## src/rtl/capmem_pkg.sv

```systemverilog
package capmem_pkg;
  typedef enum logic [1:0] {
    ST_IDLE  = 2'b00,
    ST_ARMED = 2'b01,
    ST_CAPT  = 2'b10
  } cap_state_e;

  localparam logic [1:0] MODE_IDLE   = 2'b00;
  localparam logic [1:0] MODE_SINGLE = 2'b01;
  localparam logic [1:0] MODE_LOOP   = 2'b10;

  localparam logic [1:0] TSEL_PROC = 2'b00;
  localparam logic [1:0] TSEL_EXT  = 2'b01;
  localparam logic [1:0] TSEL_WIN  = 2'b10;

  localparam logic [1:0] SRC_INTERP = 2'b00;
  localparam logic [1:0] SRC_PD     = 2'b01;
  localparam logic [1:0] SRC_MAG    = 2'b10;
endpackage

```

## src/rtl/capmem_trig.sv

```systemverilog
module capmem_trig
  import capmem_pkg::*;
#(
  parameter int MAG_W = 16
) (
  input  logic [1:0]       sel_i,
  input  logic             ext_i,
  input  logic             proc_wr_i,
  input  logic             proc_bit_i,
  input  logic [MAG_W-1:0] mag_i,
  input  logic [MAG_W-1:0] lo_i,
  input  logic [MAG_W-1:0] hi_i,
  output logic             trig_o
);
  logic in_window;
  logic proc_fire;

  assign in_window = (mag_i >= lo_i) && (mag_i <= hi_i);
  // any write that carries the trigger value fires
  assign proc_fire = proc_wr_i && proc_bit_i;

  always_comb begin
    unique case (sel_i)
      TSEL_PROC: trig_o = proc_fire;
      TSEL_EXT:  trig_o = ext_i;
      TSEL_WIN:  trig_o = in_window;
      default:   trig_o = 1'b0;
    endcase
  end
endmodule

```

## src/rtl/capmem_seq.sv

```systemverilog
module capmem_seq
  import capmem_pkg::*;
#(
  parameter int DEPTH = 2048,
  localparam int AW = $clog2(DEPTH)
) (
  input  logic          clk_i,
  input  logic          rst_ni,
  input  logic          mode_wr_i,
  input  logic [1:0]    mode_req_i,
  input  logic          trig_i,
  output logic [1:0]    state_o,
  output logic          we_o,
  output logic [AW-1:0] addr_o
);
  localparam logic [AW-1:0] LAST = AW'(DEPTH - 1);

  cap_state_e    st_q;
  logic          loop_q;
  logic [AW-1:0] addr_q;
  logic          cancel;
  logic          arm_req;

  // only loop mode honours an idle request mid-sequence
  assign cancel  = loop_q && mode_wr_i && (mode_req_i == MODE_IDLE);
  assign arm_req = mode_wr_i && ((mode_req_i == MODE_SINGLE) || (mode_req_i == MODE_LOOP));

  always_ff @(posedge clk_i or negedge rst_ni) begin
    if (!rst_ni) begin
      st_q   <= ST_IDLE;
      loop_q <= 1'b0;
      addr_q <= '0;
    end else begin
      unique case (st_q)
        ST_IDLE: begin
          if (arm_req) begin
            st_q   <= ST_ARMED;
            loop_q <= (mode_req_i == MODE_LOOP);
          end
        end
        ST_ARMED: begin
          if (cancel) begin
            st_q <= ST_IDLE;
          end else if (trig_i) begin
            st_q   <= ST_CAPT;
            addr_q <= '0;
          end
        end
        ST_CAPT: begin
          if (cancel) begin
            st_q <= ST_IDLE;
          end else if (addr_q == LAST) begin
            if (loop_q) addr_q <= '0;
            else        st_q   <= ST_IDLE;
          end else begin
            addr_q <= addr_q + 1'b1;
          end
        end
        default: st_q <= ST_IDLE;
      endcase
    end
  end

  assign state_o = st_q;
  assign we_o    = (st_q == ST_CAPT);
  assign addr_o  = addr_q;
endmodule

```

## src/rtl/capmem_pack.sv

```systemverilog
module capmem_pack
  import capmem_pkg::*;
#(
  parameter int SMP_W  = 20,
  parameter int WORD_W = 16,
  parameter int MAG_W  = 16,
  localparam int DW    = 2 * WORD_W,
  localparam int NLANE = 4
) (
  input  logic [1:0]       src_sel_i,
  input  logic             round_en_i,
  input  logic [SMP_W-1:0] a_i_i,
  input  logic [SMP_W-1:0] a_q_i,
  input  logic [SMP_W-1:0] b_i_i,
  input  logic [SMP_W-1:0] b_q_i,
  input  logic [MAG_W-1:0] mag_i,
  output logic [DW-1:0]    data_o
);
  logic [SMP_W-1:0]  lane_in  [NLANE];
  logic [WORD_W-1:0] lane_out [NLANE];
  logic [DW-1:0]     mag_word;

  assign lane_in[0] = a_i_i;
  assign lane_in[1] = a_q_i;
  assign lane_in[2] = b_i_i;
  assign lane_in[3] = b_q_i;

  for (genvar g = 0; g < NLANE; g++) begin : g_lane
    logic [WORD_W-1:0] top_w;
    logic [WORD_W:0]   sum_w;
    logic              half;
    assign top_w = lane_in[g][SMP_W-1 -: WORD_W];
    assign half  = round_en_i & lane_in[g][SMP_W-WORD_W-1];
    assign sum_w = {top_w[WORD_W-1], top_w} + {{WORD_W{1'b0}}, half};
    // positive overflow clamps to max
    assign lane_out[g] = (!top_w[WORD_W-1] && sum_w[WORD_W-1]) ?
                         {1'b0, {(WORD_W-1){1'b1}}} : sum_w[WORD_W-1:0];
  end

  assign mag_word = {{(WORD_W-1){1'b0}}, mag_i[MAG_W-1],
                     {(WORD_W-MAG_W+1){1'b0}}, mag_i[MAG_W-2:0]};

  always_comb begin
    unique case (src_sel_i)
      SRC_INTERP: data_o = {lane_out[0], lane_out[1]};
      SRC_PD:     data_o = {lane_out[2], lane_out[3]};
      SRC_MAG:    data_o = mag_word;
      default:    data_o = '0;
    endcase
  end
endmodule

```

## src/rtl/capture_ctrl.sv

```systemverilog
module capture_ctrl
  import capmem_pkg::*;
#(
  parameter int IN_DEPTH = 2048,
  parameter int FB_DEPTH = 1024,
  parameter int SMP_W    = 20,
  parameter int WORD_W   = 16,
  parameter int MAG_W    = 16,
  parameter int FB_W     = 20,
  localparam int IN_AW   = $clog2(IN_DEPTH),
  localparam int FB_AW   = $clog2(FB_DEPTH),
  localparam int IN_DW   = 2 * WORD_W
) (
  input  logic             clk_i,
  input  logic             rst_ni,
  input  logic             in_mode_wr_i,
  input  logic [1:0]       in_mode_req_i,
  input  logic             fb_mode_wr_i,
  input  logic [1:0]       fb_mode_req_i,
  input  logic [1:0]       trig_sel_i,
  input  logic             ext_trig_i,
  input  logic             proc_trig_wr_i,
  input  logic             proc_trig_bit_i,
  input  logic [MAG_W-1:0] mag_i,
  input  logic [MAG_W-1:0] win_lo_i,
  input  logic [MAG_W-1:0] win_hi_i,
  input  logic [1:0]       in_src_sel_i,
  input  logic             round_en_i,
  input  logic [SMP_W-1:0] interp_i_i,
  input  logic [SMP_W-1:0] interp_q_i,
  input  logic [SMP_W-1:0] pd_i_i,
  input  logic [SMP_W-1:0] pd_q_i,
  input  logic [FB_W-1:0]  fb_sample_i,
  output logic             trig_o,
  output logic [1:0]       in_state_o,
  output logic             in_we_o,
  output logic [IN_AW-1:0] in_addr_o,
  output logic [IN_DW-1:0] in_data_o,
  output logic [1:0]       fb_state_o,
  output logic             fb_we_o,
  output logic [FB_AW-1:0] fb_addr_o,
  output logic [FB_W-1:0]  fb_data_o
);
  logic trig;

  capmem_trig #(.MAG_W(MAG_W)) u_trig (
    .sel_i      (trig_sel_i),
    .ext_i      (ext_trig_i),
    .proc_wr_i  (proc_trig_wr_i),
    .proc_bit_i (proc_trig_bit_i),
    .mag_i      (mag_i),
    .lo_i       (win_lo_i),
    .hi_i       (win_hi_i),
    .trig_o     (trig)
  );

  capmem_seq #(.DEPTH(IN_DEPTH)) u_in_seq (
    .clk_i      (clk_i),
    .rst_ni     (rst_ni),
    .mode_wr_i  (in_mode_wr_i),
    .mode_req_i (in_mode_req_i),
    .trig_i     (trig),
    .state_o    (in_state_o),
    .we_o       (in_we_o),
    .addr_o     (in_addr_o)
  );

  capmem_seq #(.DEPTH(FB_DEPTH)) u_fb_seq (
    .clk_i      (clk_i),
    .rst_ni     (rst_ni),
    .mode_wr_i  (fb_mode_wr_i),
    .mode_req_i (fb_mode_req_i),
    .trig_i     (trig),
    .state_o    (fb_state_o),
    .we_o       (fb_we_o),
    .addr_o     (fb_addr_o)
  );

  capmem_pack #(.SMP_W(SMP_W), .WORD_W(WORD_W), .MAG_W(MAG_W)) u_pack (
    .src_sel_i  (in_src_sel_i),
    .round_en_i (round_en_i),
    .a_i_i      (interp_i_i),
    .a_q_i      (interp_q_i),
    .b_i_i      (pd_i_i),
    .b_q_i      (pd_q_i),
    .mag_i      (mag_i),
    .data_o     (in_data_o)
  );

  assign trig_o    = trig;
  assign fb_data_o = fb_sample_i;
endmodule

```

## config.mk

```make
export PLATFORM = sky130hd
export DESIGN_NAME = capture_ctrl
export DESIGN_NICKNAME = d
export VERILOG_FILES = /design/src/rtl/capmem_pkg.sv /design/src/rtl/capmem_trig.sv /design/src/rtl/capmem_seq.sv /design/src/rtl/capmem_pack.sv /design/src/rtl/capture_ctrl.sv
export SDC_FILE = /design/constraint.sdc
export NUM_CORES = 1
export LEC_CHECK = 0
export BUFFER_PORTS_ARGS = -buffer_cell sky130_fd_sc_hd__clkbuf_2
export CAP_MARGIN = 30
export CORE_ASPECT_RATIO = 0.6
export CORE_UTILIZATION = 50
export DETAILED_ROUTE_END_ITERATION = 10
export PLACE_DENSITY = 0.87
export SKIP_CTS_REPAIR_TIMING = 1
export SLEW_MARGIN = 0
export SYNTH_ARGS = -nofsm -noshare
export SYNTH_HDL_FRONTEND = slang
export SYNTH_SLANG_ARGS = --single-unit
```

## constraint.sdc

```tcl
create_clock -name clk_i -period 5.1 [get_ports clk_i]
set_input_delay 0.255 -clock clk_i [delete_from_list [all_inputs] [get_ports clk_i]]
set_output_delay 0.255 -clock clk_i [all_outputs]
set_load 0.05 [all_outputs]
```

==> flow_summary.yaml <==
yosys:
  syn_area_sq_um: 4320
  synth_top_area_share_pct: 15.7
  synth_seq_cells: 27
  ys_types: 56
  synth_flop_cell: "dfrtp_1"
  synth_area_leader_cell: "dfrtp_1"
  netlist_instances: 567
  syn_area_per_cell_sq_um: 7.61
  yosys-top-cells-area: "dfrtp_1 16%, ha_1 15%, o21ai_0 6.7%"
  syn-num-nets: 783
  ys_warn_count: 0
  ys_async_sr_fraction_pct: 100
  synth_enable_flop_cells: 0
  ys_seq_area_share_pct: 15.7
run_status:
  outcome: "finished clean"
grt:
  track_usage_pct: 31.8
  antenna_found_initial: 0
  grt_pass1_vias: 4718
  overflow: 0
  grt_max_degree: 30
  grt_pass1_wl_um: 22700
placed_design:
  place_ws_ns: 1.72
  dp_hpwl_um: 12100
  gp_congestion: 0.958
  io_buffers: 191
  place_area_sq_um: 5190
finish:
  layout_commonest_cell: "clkbuf_2"
  seqCellArea_sq_um: 676
  final_net_count: 943
  drive_above_1_share_pct: 29.8
  antenna_cells: 0
  final_util_pct: 65.0
  multiInputGateArea_sq_um: 3200
  final_area_sq_um: 5270
  fillCellCount: 700
  final_cell_mix: "191 x clkbuf_2, 58 x o21ai_0, 56 x inv_1"
  area_delta_synth_final_pct: 22.0
clock_network:
  cts_num_sinks: 27
  htreeDepth: 1
  root_buffer: "clkbuf_16"
  clk_latency_ns: 0.27
  numCtsBuffers: 3
  clk_path_buf_depth: 2
  cts.clk_slew.worst_paths_ns: 0.07
  cts_tree: "built"
timing:
  hold_viol: 0
  max_freq_mhz: 307
  rsz0062_at_grt: "false"
  post-route-period-util_pct: 63.8
  setup_viol: 0
  worst_pin_slew_ns: 0.907
  fin_skew_ns: 0.00189
  whs_ns: 0.0161
  setup_slack_ns: 1.85
  slew_headroom_pct: 39.3
  tns_ns: 0
  fin_crit_ns: 3.25
  slew_violations: 0
worst_setup_path:
  crit_chain: "clkbuf_2 > ha_1 > nand4_1 > nor4_1 > a21boi_0 > o31ai_4 > a31oi_1 > nand2b_4 > mux2_2"
  cp-start-kind: "primary input"
  critPathBufInv: 1
  worst_ep_required_time_ns: 5.25
  critical_path.slowest_cell: "a31oi_1"
  crit_arrival_ns: 3.41
  rr_worst_depth: 7
  timing.rr.end: "u_in_seq.addr_o[7]$_DFFE_PN0P_"
  max_stage_delay_ns: 0.76
  reg2reg_slack_ns: 2.34
  path_max_fanout: 11
  reg2reg_from: "u_in_seq.addr_o[0]$_DFFE_PN0P_"
  end_kind: "flip-flop"
  criticalPathCategory: "primary input to flip-flop"
  crit_family: "compound AO/OA/AOI/OAI gates"
  crit_start: "mag_i[15]"
die:
  rows: 25
  fp.dieH_um: 74.0
  die-width_um: 122
  core_sq_um: 8100
  start_util_pct: 53.3
  die_area_sq_um: 9020
  num_io_pins: 244
power:
  leakage_nw: 2.71
  ir_drop_mv: 0.164
  p_per_area_nw_per_um2: 221
route:
  drcViolationCount: 0
  via_per_inst: 6.07
  drt_iter0_markers: 436
  routed_wl_um: 14400
  postRouteAntennaNets: 0
  wl_per_cell_um: 17.3
  dr.pass1.iters: 6
  num_vias: 5061
flow_run:
  drv_cap: 0
min_path:
  hold_path.class: "primary input to async pin"
==> worst max-delay path by stage <==
stage	endpoint	slack [ns]	depth (start not counted)
final	u_in_seq.addr_o[0]$_DFFE_PN0P_	1.85	9
after global routing	u_in_seq.addr_o[2]$_DFFE_PN0P_	1.69	9
after CTS	u_in_seq.addr_o[0]$_DFFE_PN0P_	1.95	9
after detailed placement	u_in_seq.addr_o[0]$_DFFE_PN0P_	1.72	9
after global placement	u_in_seq.addr_o[1]$_DFFE_PN0P_	1.72	9
after floorplan	in_data_o[11]	2.02	9
==> worst reg2reg max path, delay by kind of cell, from the launching register on <==
kind | cells | cell delay, ns
AOI/OAI and AO/OA | 2 | 0.73
adders and majority gates | 1 | 0.27
DFF | 1 | 0.44
and+or+nand+nor | 4 | 1.22
==> state kept, by name, summed over array words and instances (netlist names) <==
name              cells
u_in_seq.state_o      2
u_fb_seq.addr_o      10
u_fb_seq.loop_q       1
u_fb_seq.state_o      2
u_in_seq.addr_o      11
u_in_seq.loop_q       1
==> cell families after synthesis <==
logic type,share of synthesized area [%]
and+or+nand+nor,21.9
xor gates and xnor gates,10.3
adders and majority gates,15.1
buffers and inverters,10.1
DFF,15.7
muxes,1.57
AOI/OAI and AO/OA,25.3
==> layer usage <==
layer | up-vias | GRT usage (%) | share of wire (%)
met5 | - | 0 | 0
met4 | 0 | 9.88 | 3.1
met3 | 46 | 4.91 | 8.0
met2 | 267 | 58.0 | 49
met1 | 2359 | 39.1 | 40
li1 | 2389 | - | -
==> cell usage after synthesis, drive strengths merged (9+ instances only) <==
master	n
nand3	36
a21oi	16
xnor2	21
nand2	43
nor2	25
o21ai	59
dfrtp	27
o211ai	9
and3	25
a221oi	16
nand4	18
inv	56
clkbuf	12
xor2	30
ha	52
o22ai	11
buf	25
==> final cells by class <==
class / instances / area share, %
Clock buffer: 4 / 1.50
Tap cell: 108 / 2.57
Inverter: 56 / 3.99
Multi-Input combinational cell: 447 / 60.8
Sequential cell: 27 / 12.8
Timing Repair Buffer: 192 / 18.3
==> where the power goes <==
group | leakage (nW) | internal (W) | total, W | switching [W]
Combinational | 2.30 | 0.000231 | 0.000712 | 0.000481
Clock | 0.0382 | 0.000107 | 0.000187 | 0.0000791
Sequential | 0.370 | 0.000239 | 0.000267 | 0.0000282
Total | 2.71 | 0.000577 | 0.00117 | 0.000589
==> through the flow <==
stage          power (W)  instances
2_1_floorplan   0.000808        567
3_3_place_gp    0.000939        830
3_5_place_dp    0.000964        830
4_1_cts          0.00115        834
5_1_grt          0.00123        834
6_report         0.00117        834
Note: power is estimated with default switching activity, not from simulation.
